<file path="src/rtl/pin_port_pkg.sv">
package pin_port_pkg;

  localparam int unsigned WORD_W = 32;

  // Word addresses of the port registers
  localparam int unsigned A_OUT    = 0;
  localparam int unsigned A_OUTSET = 1;
  localparam int unsigned A_OUTCLR = 2;
  localparam int unsigned A_IN     = 3;
  localparam int unsigned A_DIR    = 4;
  localparam int unsigned A_DIRSET = 5;
  localparam int unsigned A_DIRCLR = 6;
  localparam int unsigned A_RSVD   = 7;
  localparam int unsigned CFG_BASE = 8;

  // Configuration word bit positions
  localparam int unsigned CFG_DIR_BIT   = 0;
  localparam int unsigned CFG_INDIS_BIT = 1;

  typedef enum logic [1:0] {
    UPD_KEEP,
    UPD_LOAD,
    UPD_SET,
    UPD_CLR
  } upd_e;

  function automatic logic [WORD_W-1:0] apply_upd(input upd_e op,
                                                  input logic [WORD_W-1:0] cur,
                                                  input logic [WORD_W-1:0] val);
    case (op)
      UPD_LOAD: return val;
      UPD_SET:  return cur | val;
      UPD_CLR:  return cur & ~val;
      default:  return cur;
    endcase
  endfunction

endpackage

</file>
<file path="src/rtl/pin_port_regs.sv">
module pin_port_regs
  import pin_port_pkg::*;
#(
  parameter int unsigned NPINS  = 32,
  parameter int unsigned ADDR_W = 6
) (
  input  logic              clk,
  input  logic              rst,
  input  logic              wr_en,
  input  logic [ADDR_W-1:0] addr,
  input  logic [WORD_W-1:0] wdata,
  output logic [NPINS-1:0]  out_q,
  output logic [NPINS-1:0]  dir_q,
  output logic [NPINS-1:0]  indis_q
);

  localparam int unsigned PIN_W = (NPINS > 1) ? $clog2(NPINS) : 1;

  logic [ADDR_W-1:0] offs;
  logic              cfg_hit;
  upd_e              out_op;
  upd_e              dir_op;
  logic [WORD_W-1:0] out_ext;
  logic [WORD_W-1:0] dir_ext;
  logic [NPINS-1:0]  out_d;
  logic [NPINS-1:0]  dir_d;
  logic [NPINS-1:0]  indis_d;

  assign offs    = addr - ADDR_W'(CFG_BASE);
  assign cfg_hit = (addr >= ADDR_W'(CFG_BASE)) && (offs < ADDR_W'(NPINS));
  assign out_ext = WORD_W'(out_q);
  assign dir_ext = WORD_W'(dir_q);

  always_comb begin
    out_op = UPD_KEEP;
    dir_op = UPD_KEEP;
    if (wr_en) begin
      case (addr)
        ADDR_W'(A_OUT):    out_op = UPD_LOAD;
        ADDR_W'(A_OUTSET): out_op = UPD_SET;
        ADDR_W'(A_OUTCLR): out_op = UPD_CLR;
        ADDR_W'(A_DIR):    dir_op = UPD_LOAD;
        ADDR_W'(A_DIRSET): dir_op = UPD_SET;
        ADDR_W'(A_DIRCLR): dir_op = UPD_CLR;
        default: begin
          out_op = UPD_KEEP;
          dir_op = UPD_KEEP;
        end
      endcase
    end
  end

  always_comb begin
    out_d   = NPINS'(apply_upd(out_op, out_ext, wdata));
    dir_d   = NPINS'(apply_upd(dir_op, dir_ext, wdata));
    indis_d = indis_q;
    if (wr_en && cfg_hit) begin
      dir_d[offs[PIN_W-1:0]]   = wdata[CFG_DIR_BIT];
      indis_d[offs[PIN_W-1:0]] = wdata[CFG_INDIS_BIT];
    end
  end

  always_ff @(posedge clk) begin
    if (rst) begin
      out_q   <= '0;
      dir_q   <= '0;
      indis_q <= '1;
    end else begin
      out_q   <= out_d;
      dir_q   <= dir_d;
      indis_q <= indis_d;
    end
  end

  AST_OUTSET_OR: assert property (@(posedge clk) disable iff (rst)
    (wr_en && addr == ADDR_W'(A_OUTSET)) |=> out_q == ($past(out_q) | $past(wdata[NPINS-1:0])));
  AST_OUTCLR_AND: assert property (@(posedge clk) disable iff (rst)
    (wr_en && addr == ADDR_W'(A_OUTCLR)) |=> out_q == ($past(out_q) & ~$past(wdata[NPINS-1:0])));
  AST_DIRSET_OR: assert property (@(posedge clk) disable iff (rst)
    (wr_en && addr == ADDR_W'(A_DIRSET)) |=> dir_q == ($past(dir_q) | $past(wdata[NPINS-1:0])));
  AST_DIRCLR_AND: assert property (@(posedge clk) disable iff (rst)
    (wr_en && addr == ADDR_W'(A_DIRCLR)) |=> dir_q == ($past(dir_q) & ~$past(wdata[NPINS-1:0])));
  AST_RESET_CFG: assert property (@(posedge clk)
    rst |=> (dir_q == '0 && out_q == '0 && indis_q == '1));
  AST_IGNORED_WRITE: assert property (@(posedge clk) disable iff (rst)
    (wr_en && (addr == ADDR_W'(A_IN) || addr == ADDR_W'(A_RSVD)))
      |=> ($stable(out_q) && $stable(dir_q) && $stable(indis_q)));

endmodule

</file>
<file path="src/rtl/pin_port_route.sv">
module pin_port_route #(
  parameter int unsigned NPINS = 32
) (
  input  logic [NPINS-1:0] out_q,
  input  logic [NPINS-1:0] dir_q,
  input  logic [NPINS-1:0] indis_q,
  input  logic [NPINS-1:0] ovr_dir_own,
  input  logic [NPINS-1:0] ovr_dir_con,
  input  logic [NPINS-1:0] ovr_out_own,
  input  logic [NPINS-1:0] ovr_out_val,
  input  logic [NPINS-1:0] ovr_in_own,
  input  logic [NPINS-1:0] ovr_in_con,
  output logic [NPINS-1:0] pad_o,
  output logic [NPINS-1:0] pad_oe,
  output logic [NPINS-1:0] in_en
);

  for (genvar p = 0; p < NPINS; p++) begin : g_pin
    logic eff_dir;
    logic eff_out;
    assign eff_dir  = ovr_dir_own[p] ? ovr_dir_con[p] : dir_q[p];
    assign eff_out  = ovr_out_own[p] ? ovr_out_val[p] : out_q[p];
    assign pad_oe[p] = eff_dir;
    assign pad_o[p]  = eff_out & eff_dir;
    assign in_en[p]  = ovr_in_own[p] ? ovr_in_con[p] : ~indis_q[p];
  end

endmodule

</file>
<file path="src/rtl/pin_port_sample.sv">
module pin_port_sample #(
  parameter int unsigned NPINS       = 32,
  parameter int unsigned SYNC_STAGES = 2
) (
  input  logic             clk,
  input  logic             rst,
  input  logic [NPINS-1:0] pad_i,
  input  logic [NPINS-1:0] pad_o,
  input  logic [NPINS-1:0] pad_oe,
  input  logic [NPINS-1:0] in_en,
  output logic [NPINS-1:0] in_q
);

  logic [SYNC_STAGES-1:0][NPINS-1:0] sync_q;
  logic [NPINS-1:0]                  ext_lvl;
  logic [NPINS-1:0]                  pin_lvl;

  if (SYNC_STAGES == 1) begin : g_sync_one
    always_ff @(posedge clk) begin
      if (rst) sync_q <= '0;
      else     sync_q[0] <= pad_i;
    end
  end else begin : g_sync_chain
    always_ff @(posedge clk) begin
      if (rst) sync_q <= '0;
      else     sync_q <= {sync_q[SYNC_STAGES-2:0], pad_i};
    end
  end

  assign ext_lvl = sync_q[SYNC_STAGES-1];
  assign pin_lvl = (pad_oe & pad_o) | (~pad_oe & ext_lvl);

  always_ff @(posedge clk) begin
    if (rst) in_q <= '0;
    else     in_q <= pin_lvl & in_en;
  end

  AST_IN_MASKED: assert property (@(posedge clk) disable iff (rst)
    (in_q & ~$past(in_en)) == '0);
  AST_DRIVEN_ECHO: assert property (@(posedge clk) disable iff (rst)
    ((in_q ^ $past(pad_o)) & $past(pad_oe & in_en)) == '0);

endmodule

</file>
<file path="src/rtl/pin_port.sv">
module pin_port
  import pin_port_pkg::*;
#(
  parameter int unsigned NPINS       = 32,
  parameter int unsigned ADDR_W      = 6,
  parameter int unsigned SYNC_STAGES = 2
) (
  input  logic              clk,
  input  logic              rst,
  input  logic              wr_en,
  input  logic [ADDR_W-1:0] addr,
  input  logic [31:0]       wdata,
  output logic [31:0]       rdata,
  input  logic [NPINS-1:0]  ovr_dir_own,
  input  logic [NPINS-1:0]  ovr_dir_con,
  input  logic [NPINS-1:0]  ovr_out_own,
  input  logic [NPINS-1:0]  ovr_out_val,
  input  logic [NPINS-1:0]  ovr_in_own,
  input  logic [NPINS-1:0]  ovr_in_con,
  input  logic [NPINS-1:0]  pad_i,
  output logic [NPINS-1:0]  pad_o,
  output logic [NPINS-1:0]  pad_oe
);

  localparam int unsigned PIN_W = (NPINS > 1) ? $clog2(NPINS) : 1;

  logic [NPINS-1:0]  out_q;
  logic [NPINS-1:0]  dir_q;
  logic [NPINS-1:0]  indis_q;
  logic [NPINS-1:0]  in_en;
  logic [NPINS-1:0]  in_q;
  logic [ADDR_W-1:0] offs;
  logic              cfg_hit;
  logic [WORD_W-1:0] rd_d;

  pin_port_regs #(.NPINS(NPINS), .ADDR_W(ADDR_W)) i_regs (
    .clk(clk), .rst(rst), .wr_en(wr_en), .addr(addr), .wdata(wdata),
    .out_q(out_q), .dir_q(dir_q), .indis_q(indis_q)
  );

  pin_port_route #(.NPINS(NPINS)) i_route (
    .out_q(out_q), .dir_q(dir_q), .indis_q(indis_q),
    .ovr_dir_own(ovr_dir_own), .ovr_dir_con(ovr_dir_con),
    .ovr_out_own(ovr_out_own), .ovr_out_val(ovr_out_val),
    .ovr_in_own(ovr_in_own), .ovr_in_con(ovr_in_con),
    .pad_o(pad_o), .pad_oe(pad_oe), .in_en(in_en)
  );

  pin_port_sample #(.NPINS(NPINS), .SYNC_STAGES(SYNC_STAGES)) i_sample (
    .clk(clk), .rst(rst), .pad_i(pad_i), .pad_o(pad_o), .pad_oe(pad_oe),
    .in_en(in_en), .in_q(in_q)
  );

  assign offs    = addr - ADDR_W'(CFG_BASE);
  assign cfg_hit = (addr >= ADDR_W'(CFG_BASE)) && (offs < ADDR_W'(NPINS));

  always_comb begin
    rd_d = '0;
    case (addr)
      ADDR_W'(A_OUT), ADDR_W'(A_OUTSET): rd_d = WORD_W'(out_q);
      ADDR_W'(A_DIR), ADDR_W'(A_DIRSET): rd_d = WORD_W'(dir_q);
      ADDR_W'(A_IN):                     rd_d = WORD_W'(in_q);
      default: begin
        if (cfg_hit) begin
          rd_d[CFG_DIR_BIT]   = dir_q[offs[PIN_W-1:0]];
          rd_d[CFG_INDIS_BIT] = indis_q[offs[PIN_W-1:0]];
        end
      end
    endcase
  end

  always_ff @(posedge clk) begin
    if (rst) rdata <= '0;
    else     rdata <= rd_d;
  end

  AST_CLR_READS_ZERO: assert property (@(posedge clk) disable iff (rst)
    (addr == ADDR_W'(A_OUTCLR) || addr == ADDR_W'(A_DIRCLR)) |=> rdata == '0);
  AST_OWNED_DIR: assert property (@(posedge clk) disable iff (rst)
    ((pad_oe ^ ovr_dir_con) & ovr_dir_own) == '0);
  AST_OWNED_OUT: assert property (@(posedge clk) disable iff (rst)
    ((pad_o ^ ovr_out_val) & ovr_out_own & pad_oe) == '0);
  AST_UNDRIVEN_LOW: assert property (@(posedge clk) disable iff (rst)
    (pad_o & ~pad_oe) == '0);

endmodule

</file>
<file path="config.mk">
export PLATFORM = sky130hd
export DESIGN_NAME = pin_port
export DESIGN_NICKNAME = d
export VERILOG_FILES = /design/src/rtl/pin_port_pkg.sv /design/src/rtl/pin_port_regs.sv /design/src/rtl/pin_port_route.sv /design/src/rtl/pin_port_sample.sv /design/src/rtl/pin_port.sv
export SDC_FILE = /design/constraint.sdc
export NUM_CORES = 1
export LEC_CHECK = 0
export BUFFER_PORTS_ARGS = -buffer_cell sky130_fd_sc_hd__buf_2
export CAP_MARGIN = 20
export CORE_MARGIN = 4
export CORE_UTILIZATION = 25
export DETAILED_ROUTE_END_ITERATION = 10
export SLEW_MARGIN = 20
export SYNTH_ARGS = -nofsm -noshare
export SYNTH_HDL_FRONTEND = slang
export SYNTH_HIERARCHICAL = 1
export SYNTH_SLANG_ARGS = --single-unit
</file>
<file path="constraint.sdc">
create_clock -name clk -period 2.7 [get_ports clk]
set_input_delay 0.27 -clock clk [delete_from_list [all_inputs] [get_ports clk]]
set_output_delay 0.27 -clock clk [all_outputs]
set_load 0.005 [all_outputs]
</file>
### Yosys cells after proc, flatten, opt, wreduce, memory -nomap -nowiden

Cells that the tools add are included.

| word-level totals | value |
|---|---|
| bits in read-only memories | 0 |
| input bits | 265 |
| bits in writable memories | 0 |
| bits in latches | 0 |
| register bits after elaboration | 224 |
| logic and storage cells | 219 |
| output and inout bits | 96 |
| memories kept | 0 |

| operators by class | value |
|---|---|
| multiply operators | 0 |
| reduce and logical (&&, ||, !) cells | 7 |
| div/mod/pow operators | 0 |
| bitwise gates (word level) | 74 |
| order comparisons | 4 |
| add/subtract/negate cells | 1 |
| eq/ne operators | 12 |
| shifts and indexed selects | 0 |
| mux-type cells | 114 |

Operators with widths:

| operator | count |
|---|---|
| 32-bit one-hot mux with 3 select lines | 2 |
| 32-bit AND | 5 |
| 1-bit 2-to-1 mux | 99 |
| 32-bit bitwise OR | 3 |
| 30-bit one-hot mux with 3 select lines | 1 |
| 32-bit bitwise mux | 2 |
| 32-bit inverter | 2 |
| 1-bit AND | 32 |
| 32-bit 2-to-1 mux | 1 |
| 1-bit inverter | 32 |
| 6-bit by 3-bit equality test with 1-bit output (second input constant) | 3 |
| 2-bit one-hot mux with 3 select lines | 3 |
| 6-bit by 2-bit equality test with 1-bit output (second input constant) | 2 |
| 1-bit binary-select mux with 5-bit select | 2 |
| 2-bit equality test (second input constant) | 4 |
| 6-bit by 1-bit equality test with 1-bit output (second input constant) | 1 |
| 6-bit by 4-bit >= comparator with 1-bit output (second input constant) | 1 |
| 6-bit zero test | 1 |
| 5-bit by 6-bit less-than comparator with 1-bit output (second input constant) | 1 |
| 6-bit less-than comparator (second input constant) | 1 |
| 2-bit 2-to-1 mux | 3 |
| 6-bit by 4-bit subtractor with 6-bit output (second input constant) | 1 |
| 1-bit demux with 5-bit select | 1 |
| 5-bit by 1-bit >= comparator with 1-bit output (second input constant) | 1 |
| other kinds (4) | 8 |

### Longest topological paths before layout

Gate-level depths: netlist of run 1.

| depth | value |
|---|---|
| depth after elaboration | 7 |
| mapped depth | 7 |
| gate-level depth less buffers | 7 |

### Cells and area by module

Netlist of run 1, hierarchy kept.

By module, submodules not included:

| module | times used | cells an instance | area each (sq um) |
|---|---|---|---|
| pin_port_regs | 1 | 483 | 4401.7 |
| pin_port_sample | 1 | 234 | 3110.5 |
| pin_port | 1 | 176 | 1820.5 |
| pin_port_route | 1 | 192 | 1761.7 |

### Least setup slack after synthesis of run 1

OpenSTA, ideal clock, no wires.

| timing path | value |
|---|---|
| path kind | input port to flip-flop |
| start | input port addr[2] |
| end | register i_regs.out_q[12] |
| cell stages on the path | 6 |
| data required time | 2.583 ns |
| arrival | 1.542 ns |
| buffers on the path | 2 |
| setup slack | 1.041 ns |
| cells stage by stage | buf_2 -> or3b_4 -> nor3_4 -> buf_6 -> o21ai_1 -> a32o_1 |

| between the ends | value |
|---|---|
| cells in the longest elaborated chain, start to end | 5 |
| elaborated cells between the ends (all ways) | 10 |
| those cells by class | eq/ne (5); mux (3); reduce/logical (2) |

Ends and longest elaborated chain:

| element | RTL line | RTL |
|---|---|---|
| start: declaration | pin_port.sv:11 | `input logic [ADDR_W-1:0] addr,` |
| 6-bit by 2-bit equality test with 1-bit output (tied with other cells) | pin_port_regs.sv:38 | `case (addr)` |
| 2-bit one-hot mux with 3 select lines * | pin_port_regs.sv:38 |  |
| 2-bit 2-to-1 mux * | pin_port_regs.sv:37 | `if (wr_en) begin` |
| 2-bit equality test / 2-bit by 1-bit equality test with 1-bit output (equally long branches) | pin_port_pkg.sv:30 | `case (op)` |
| 32-bit one-hot mux with 3 select lines / 3-bit nonzero test (equally long branches) | - |  |
| end signal: assignment | pin_port_regs.sv:69 | `out_q <= out_d;` |
| end: declaration | pin_port_regs.sv:12 | `output logic [NPINS-1:0] out_q,` |

Every way passes the cells marked *; elsewhere a longest branch is shown, timed or not.
A chain may end at the register's enable or synchronous reset.

### Final worst setup path of run 1

| timing path | value |
|---|---|
| start | register i_regs.dir_q[19] |
| end | output port pad_o[19] |

| between the ends | value |
|---|---|
| cells in the longest elaborated chain, start to end | 2 |

Ends and longest elaborated chain:

| element | RTL line | RTL |
|---|---|---|
| start: declaration | pin_port_regs.sv:13 | `output logic [NPINS-1:0] dir_q,` |
| start signal: assignment | pin_port_regs.sv:70 | `dir_q <= dir_d;` |
| 1-bit 2-to-1 mux | pin_port_route.sv:21 | `assign eff_dir = ovr_dir_own[p] ? ovr_dir_con[p] : dir_q[p];` |
| 1-bit AND | pin_port_route.sv:24 | `assign pad_o[p] = eff_out & eff_dir;` |
| end: declaration | pin_port.sv:21 | `output logic [NPINS-1:0] pad_o,` |

Every way passes these cells.

==> metrics.csv, run 1 <==
metric;value;unit
synth_common_cells;dfxtp_1, nand2_1, nor2b_1;
die_area;0.0478;mm^2
area_growth_syn_to_layout;33.4;%
antenna_left;0;
track_usage;0.164;
die_h;219;um
busiest_layer;met2;
crit_path_end_kind;output pin;
cp.required;2.43;ns
fmax;0.541;GHz
drc;0;
yosysWarningCount;6;
hold_path_class;in -> reg;
cts_tree;yes;
drt_first_pass_iters;6;
ys_seq_area_frac;0.404;
netlist_area;0.0111;mm^2
clock_sinks;224;
async_flop_share;0;
drt-total-wl;41.5;mm
holdWs;0.0159;ns
io_pins;361;
hpwl;30.2;mm
max_cap_violations;0;
ys_seq_elements;224;
clock_path_buffers;3;
synth_nets;1351;
cp_max_fo;4;
via_per_inst;4.90;
grt_max_degree;73;
cts.repair.resized;0;
setup_viol;0;
io_buffers;360;
core;0.0435;mm^2
drive_gt1_frac;0.410;
synth_top_area_frac;0.404;
insertedDiodeCount;0;
drt-initial-drc-count;799;
syn_area_per_cell;10.2;um^2
hold_viol;0;
vdd_ir_drop_max;0.413;mV
grt_remaining_overflow;0;
finClkSkew;0.0142;ns
place.gp.congestion;0.862;
leakagePower;6.04;nW
vias;10100;
power_density;554;mW/mm^2
insertion_delay;0.56;ns
wl_per_cell;20.2;um
layout.nets;1713;
use_met2;0.282;
yosysMostFrequentCell;dfxtp_1;
tightestPinTransition;0.875;ns
ys_top_cells_by_area;dfxtp_1, mux2_4, mux2i_1;
die_w;219;um
arrival;1.58;ns
rows;76;
synth_top_area_cell;dfxtp_1;
initial_core_util;0.255;
global_route.usage.met3;0.0338;
h-tree-depth;1;
synth_top_flop_cell;dfxtp_1;
outcome;finished clean;
finalCriticalPeriod;1.85;ns
clkTransAtPathRegs;0.06;ns
synthesis.instances;1085;
fin_crit_sh;0.684;
synth_edf_count;0;
antenna_found_initial;1;
clock-root-buffer;clkbuf_16;
grt_pass1_wl;60.5;mm
grt_pass1_vias;10000;
maxSlewHeadroom;0.415;
critical_path_class;reg -> out;
slew_viol_final;0;
rsz0062_at_grt;false;
cts_buffers;27;
met1_usage;0.208;
synth.distinct_cells;59;
fin_tns_setup;0;ns
critPathLaunchType;flop;
==> kinds of logic after synthesis <==
group / count (synthesis) / synth area share
AO/OA/AOI/OAI: 266 / 0.175
XOR/XNOR: 2 / 0.00158
adder cells (fa/ha/maj): 1 / 0.00113
buffers and inverters: 116 / 0.0628
flip-flops: 224 / 0.404
multiplexers: 137 / 0.168
AND/OR/NAND/NOR: 339 / 0.188
==> worst max-delay path: stages, from the launching register on <==
cell and delay [ns]:
dfxtp_1 0.30, buf_4 0.16, mux2_4 0.29, and2_4 0.14
buf_2 0.12
==> state kept, by name, summed over array words and instances (netlist names) <==
register / count
i_regs/indis_q: 32
i_sample/in_q: 32
i_regs/out_q: 32
i_sample/sync_q: 32
i_sample/ext_lvl: 32
i_regs/dir_q: 32
rdata: 32
==> stage by stage <==
stage | instances | area, um^2 | setup WS [ns] | util | power [mW]
2_1_floorplan | 1085 | 11100 | 1.04 | - | 3.95
3_3_place_gp | 1949 | 13300 | 0.449 | 0.306 | 4.31
3_5_place_dp | 1949 | 13300 | 0.382 | 0.306 | 4.33
4_1_cts | 2051 | 14800 | 0.823 | 0.340 | 8.32
5_1_grt | 2052 | 14800 | 0.792 | 0.340 | 8.53
6_report | 2052 | 14800 | 0.853 | 0.340 | 8.20
==> routing by layer <==
layer  share of wire  vias up
li1                -     4746
met1            0.41     4753
met2            0.48      474
met3           0.079       80
met4           0.029        0
met5               0        -
==> area by class of cell <==
type	instances	area (um^2)
clock buffer	38	807
clock inverter	11	148
fill	4396	28700
inverter	5	18.8
multi-input combinational	745	5970
sequential	224	4480
tap	585	732
timing repair buffer	444	2640
==> path summary, 6_finish.rpt <==
path / from / to / slack [ns] / cells past startpoint
setup / recovery: i_regs/dir_q[19]$_SDFF_PP0_ / pad_o[19] / 0.85 / 4
hold reg to reg: i_sample/sync_q[23]$_SDFF_PP0_ / i_sample/ext_lvl[23]$_SDFF_PP0_ / 0.43 / 1
setup reg to reg: i_regs/indis_q[19]$_SDFFE_PP1P_ / rdata[1]$_SDFF_PP0_ / 1.03 / 4
hold / removal: wdata[21] / i_regs/out_q[21]$_SDFFE_PP0P_ / 0.02 / 2
==> power by group <==
group          total, mW  internal, mW  switching, mW  leakage [nW]
Combinational      0.917         0.467          0.450          3.76
Clock               3.88          2.36           1.52         0.459
Sequential          3.40          3.37         0.0320          1.82
Total               8.20          6.20           2.00          6.04
==> layout by cell type, fill, tap and decap left out, drive strengths merged, types with 36 or more instances in the layout <==
| cell type | count |
|---|---|
| buf | 391 |
| dfxtp | 224 |
| o21ai | 90 |
| nand2 | 73 |
| mux2 | 70 |
| nor2b | 69 |
| mux2i | 54 |
| dlygate4sd3 | 53 |
| nor2 | 52 |
| and2 | 38 |
| clkbuf | 38 |
| nor3b | 36 |
==> what timing repair did <==
action,4_1_cts,5_1_grt
hold endpoints to repair,53,0
hold buffers,53,0
buffers inserted,0,0
Note: power is estimated with default switching activity, not from simulation.
==> run 2, diff against run 1 <==
==> constraint.sdc (replaced) <==
create_clock -name clk -period 1.9 [get_ports clk]
set_input_delay 0.19 -clock clk [delete_from_list [all_inputs] [get_ports clk]]
set_output_delay 0.19 -clock clk [all_outputs]
set_load 0.005 [all_outputs]
==> metrics.csv, run 2 (same netlist as run 1, synthesis figures left out) <==
metric;value;unit;change
outcome;finished clean;;
initial_core_util;0.255;;unchanged
fmax;0.561;GHz;
crit_path_end_kind;output pin;;
antenna_found_initial;4;;+3
regToRegStartpoint;i_regs/indis_q[19]$_SDFFE_PP1P_;;
clkTransAtPathRegs;0.06;ns;about the same
cp_max_fo;3;;-1
io_pins;361;;unchanged
stdcell_count;2175;;+6.0%
maxSlewHeadroom;0.306;;-0.109
drc;0;;unchanged
hold_depth;3;;+1
drive_gt1_frac;0.411;;+0.000900
arrival;1.59;ns;about the same
io_buffers;360;;unchanged
power_frac_comb;0.124;;+0.012
clock_sinks;224;;unchanged
pwr-share-clk;0.470;;-0.003
grt_max_degree;52;;-29%
p_switching;2.85;mW;+42%
hp-start;ovr_in_own[28];;
critPathBufInv;2;;unchanged
seq_area;0.00448;mm^2;unchanged
rows;76;;unchanged
area_growth_syn_to_layout;43.5;%;
crit_path_max_incr_delay;0.32;ns;+0.02 ns
grt_pass1_wl;62.6;mm;+3.6%
vias;10600;;+5.5%
critical_path_class;reg -> out;;
wl_per_cell;19.7;um;-2.4%
clock_path_buffers;3;;unchanged
cts_tree;yes;;
max_cap_violations;0;;unchanged
min_to;i_sample/in_q[28]$_SDFF_PP0_;;
drt_first_pass_iters;8;;+2
critPathSlowestCell;dfxtp_1;;
fin_tns_setup;0;ns;unchanged
clock-root-buffer;clkbuf_16;;
slew_viol_final;0;;unchanged
antenna_left;0;;unchanged
p_seq_frac;0.406;;-0.009
layout.nets;1832;;+6.9%
cts_buffers;28;;+3.7%
hold_path_class;in -> reg;;
power_density;748;mW/mm^2;+35%
path_delay_family;flip-flops;;
tightestPinTransition;1.04;ns;+0.163 ns
fin_area;0.0159;mm^2;+7.6%
nFillCells;4329;;-1.5%
layout_commonest_cell;buf_2;;
drt-initial-drc-count;1088;;+36%
critPathLaunchType;flop;;
vdd_ir_drop_max;0.488;mV;+18%
die_w;219;um;unchanged
die_area;0.0478;mm^2;unchanged
track_usage;0.169;;+0.00488
h-tree-depth;1;;unchanged
die_h;219;um;unchanged
rsz0062_at_grt;false;;
grt_remaining_overflow;0;;unchanged
finalCriticalPeriod;1.78;ns;
reg2regPathDepth;4;;unchanged
cp.required;1.71;ns;-0.72 ns
r2r_slack;0.25;ns;-0.78 ns
dp_cells;2002;;+2.7%
hpwl;31.6;mm;+4.7%
finClkSkew;0.00800;ns;-0.00618 ns
hold_viol;0;;unchanged
drt-total-wl;42.9;mm;+3.4%
placed_area;0.0137;mm^2;+3.5%
core;0.0435;mm^2;unchanged
r2r_end;rdata[1]$_SDFF_PP0_;;
via_per_inst;4.88;;-0.48%
crit_chain;buf_4, mux2_4, and2_4, buf_2;;
finalPower;11.9;mW;+45%
insertion_delay;0.55;ns;about the same
place.gp.congestion;0.860;;-0.28%
leakagePower;6.66;nW;+10%
internal-power;9.06;mW;+46%
multiInputGateArea;0.00597;mm^2;unchanged
grt_pass1_vias;10600;;+5.5%
setup_viol;0;;unchanged
swShare;0.239;;-0.00467
final_cell_mix;buf_2, dfxtp_1, dlygate4sd3_1;;
fin_crit_sh;0.938;;
[run 2: cell count changes in the layout (fill, tap and decap cells not counted), sizes merged]
cell,previous run,this run
inv,6,5
buf,391,443
clkbuf,38,42
clkinvlp,4,1
dlygate4sd3,53,119
diode,0,2
clkinv,3,6
[run 2: power by group through the flow]
stage / combinational (mW) / clock (mW) / sequential (mW)
2_1_floorplan: 0.696 / 0 / 4.91
3_3_place_gp: 1.25 / 0 / 4.93
3_5_place_dp: 1.28 / 0 / 4.93
4_1_cts: 1.48 / 5.77 / 4.83
5_1_grt: 1.60 / 5.93 / 4.84
6_report: 1.48 / 5.60 / 4.83
[run 2: how the worst max path moves through the flow]
stage                                 from                       endpoint  slack, ns  depth (start not counted)
6_report       i_regs/dir_q[19]$_SDFF_PP0_                      pad_o[19]       0.12                          4
5_1_grt        i_regs/dir_q[20]$_SDFF_PP0_                      pad_o[20]       0.05                          4
4_1_cts        i_regs/dir_q[19]$_SDFF_PP0_                      pad_o[19]       0.08                          4
3_5_place_dp                       addr[3]            rdata[4]$_SDFF_PP0_      -0.13                          6
3_3_place_gp                       addr[3]            rdata[1]$_SDFF_PP0_      -0.08                          9
2_1_floorplan                      addr[2]  i_regs/out_q[12]$_SDFFE_PP0P_       0.32                          6
[run 2: worst min-delay path, delay by kind of cell]
family	cells	cell delay [ns]
buf+inv	1	0.08
compound gates	1	0.07
simple gates	1	0.15
[run 2: layout make-up]
class	count	share of cell area
multi-input combinational	745	0.375
sequential	224	0.282
timing repair buffer	562	0.235
clock buffer	42	0.0530
tap	585	0.0460
clock inverter	10	0.00872
inverter	5	0.00118
antenna	2	0.000314
[run 2: timing repair]
| action | in CTS | in global routing |
|---|---|---|
| endpoints found under the hold margin | 101 | 0 |
| hold buffers | 119 | 0 |
| setup endpoints to repair | 0 | 0 |
| buffers inserted | 0 | 0 |
| resized for setup | 0 | 0 |
[run 2: per-layer routing]
layer  global-route usage  up-vias  share of wire
met5                    0        -        0.00063
met4               0.0430        4          0.026
met3               0.0328       83          0.077
met2                0.299      454           0.49
met1                0.211     5080           0.41
li1                     -     4983              -
[run 2: through the flow]
step / hold WS, ns / worst slack, ns / util
floorplan: 0.306 / 0.321 / -
global placement: 0.398 / -0.0844 / 0.316
detailed placement: 0.404 / -0.125 / 0.316
CTS: 0.00394 / 0.0813 / 0.366
global route: 0.0199 / 0.0547 / 0.366
finish: 0.00230 / 0.117 / 0.366
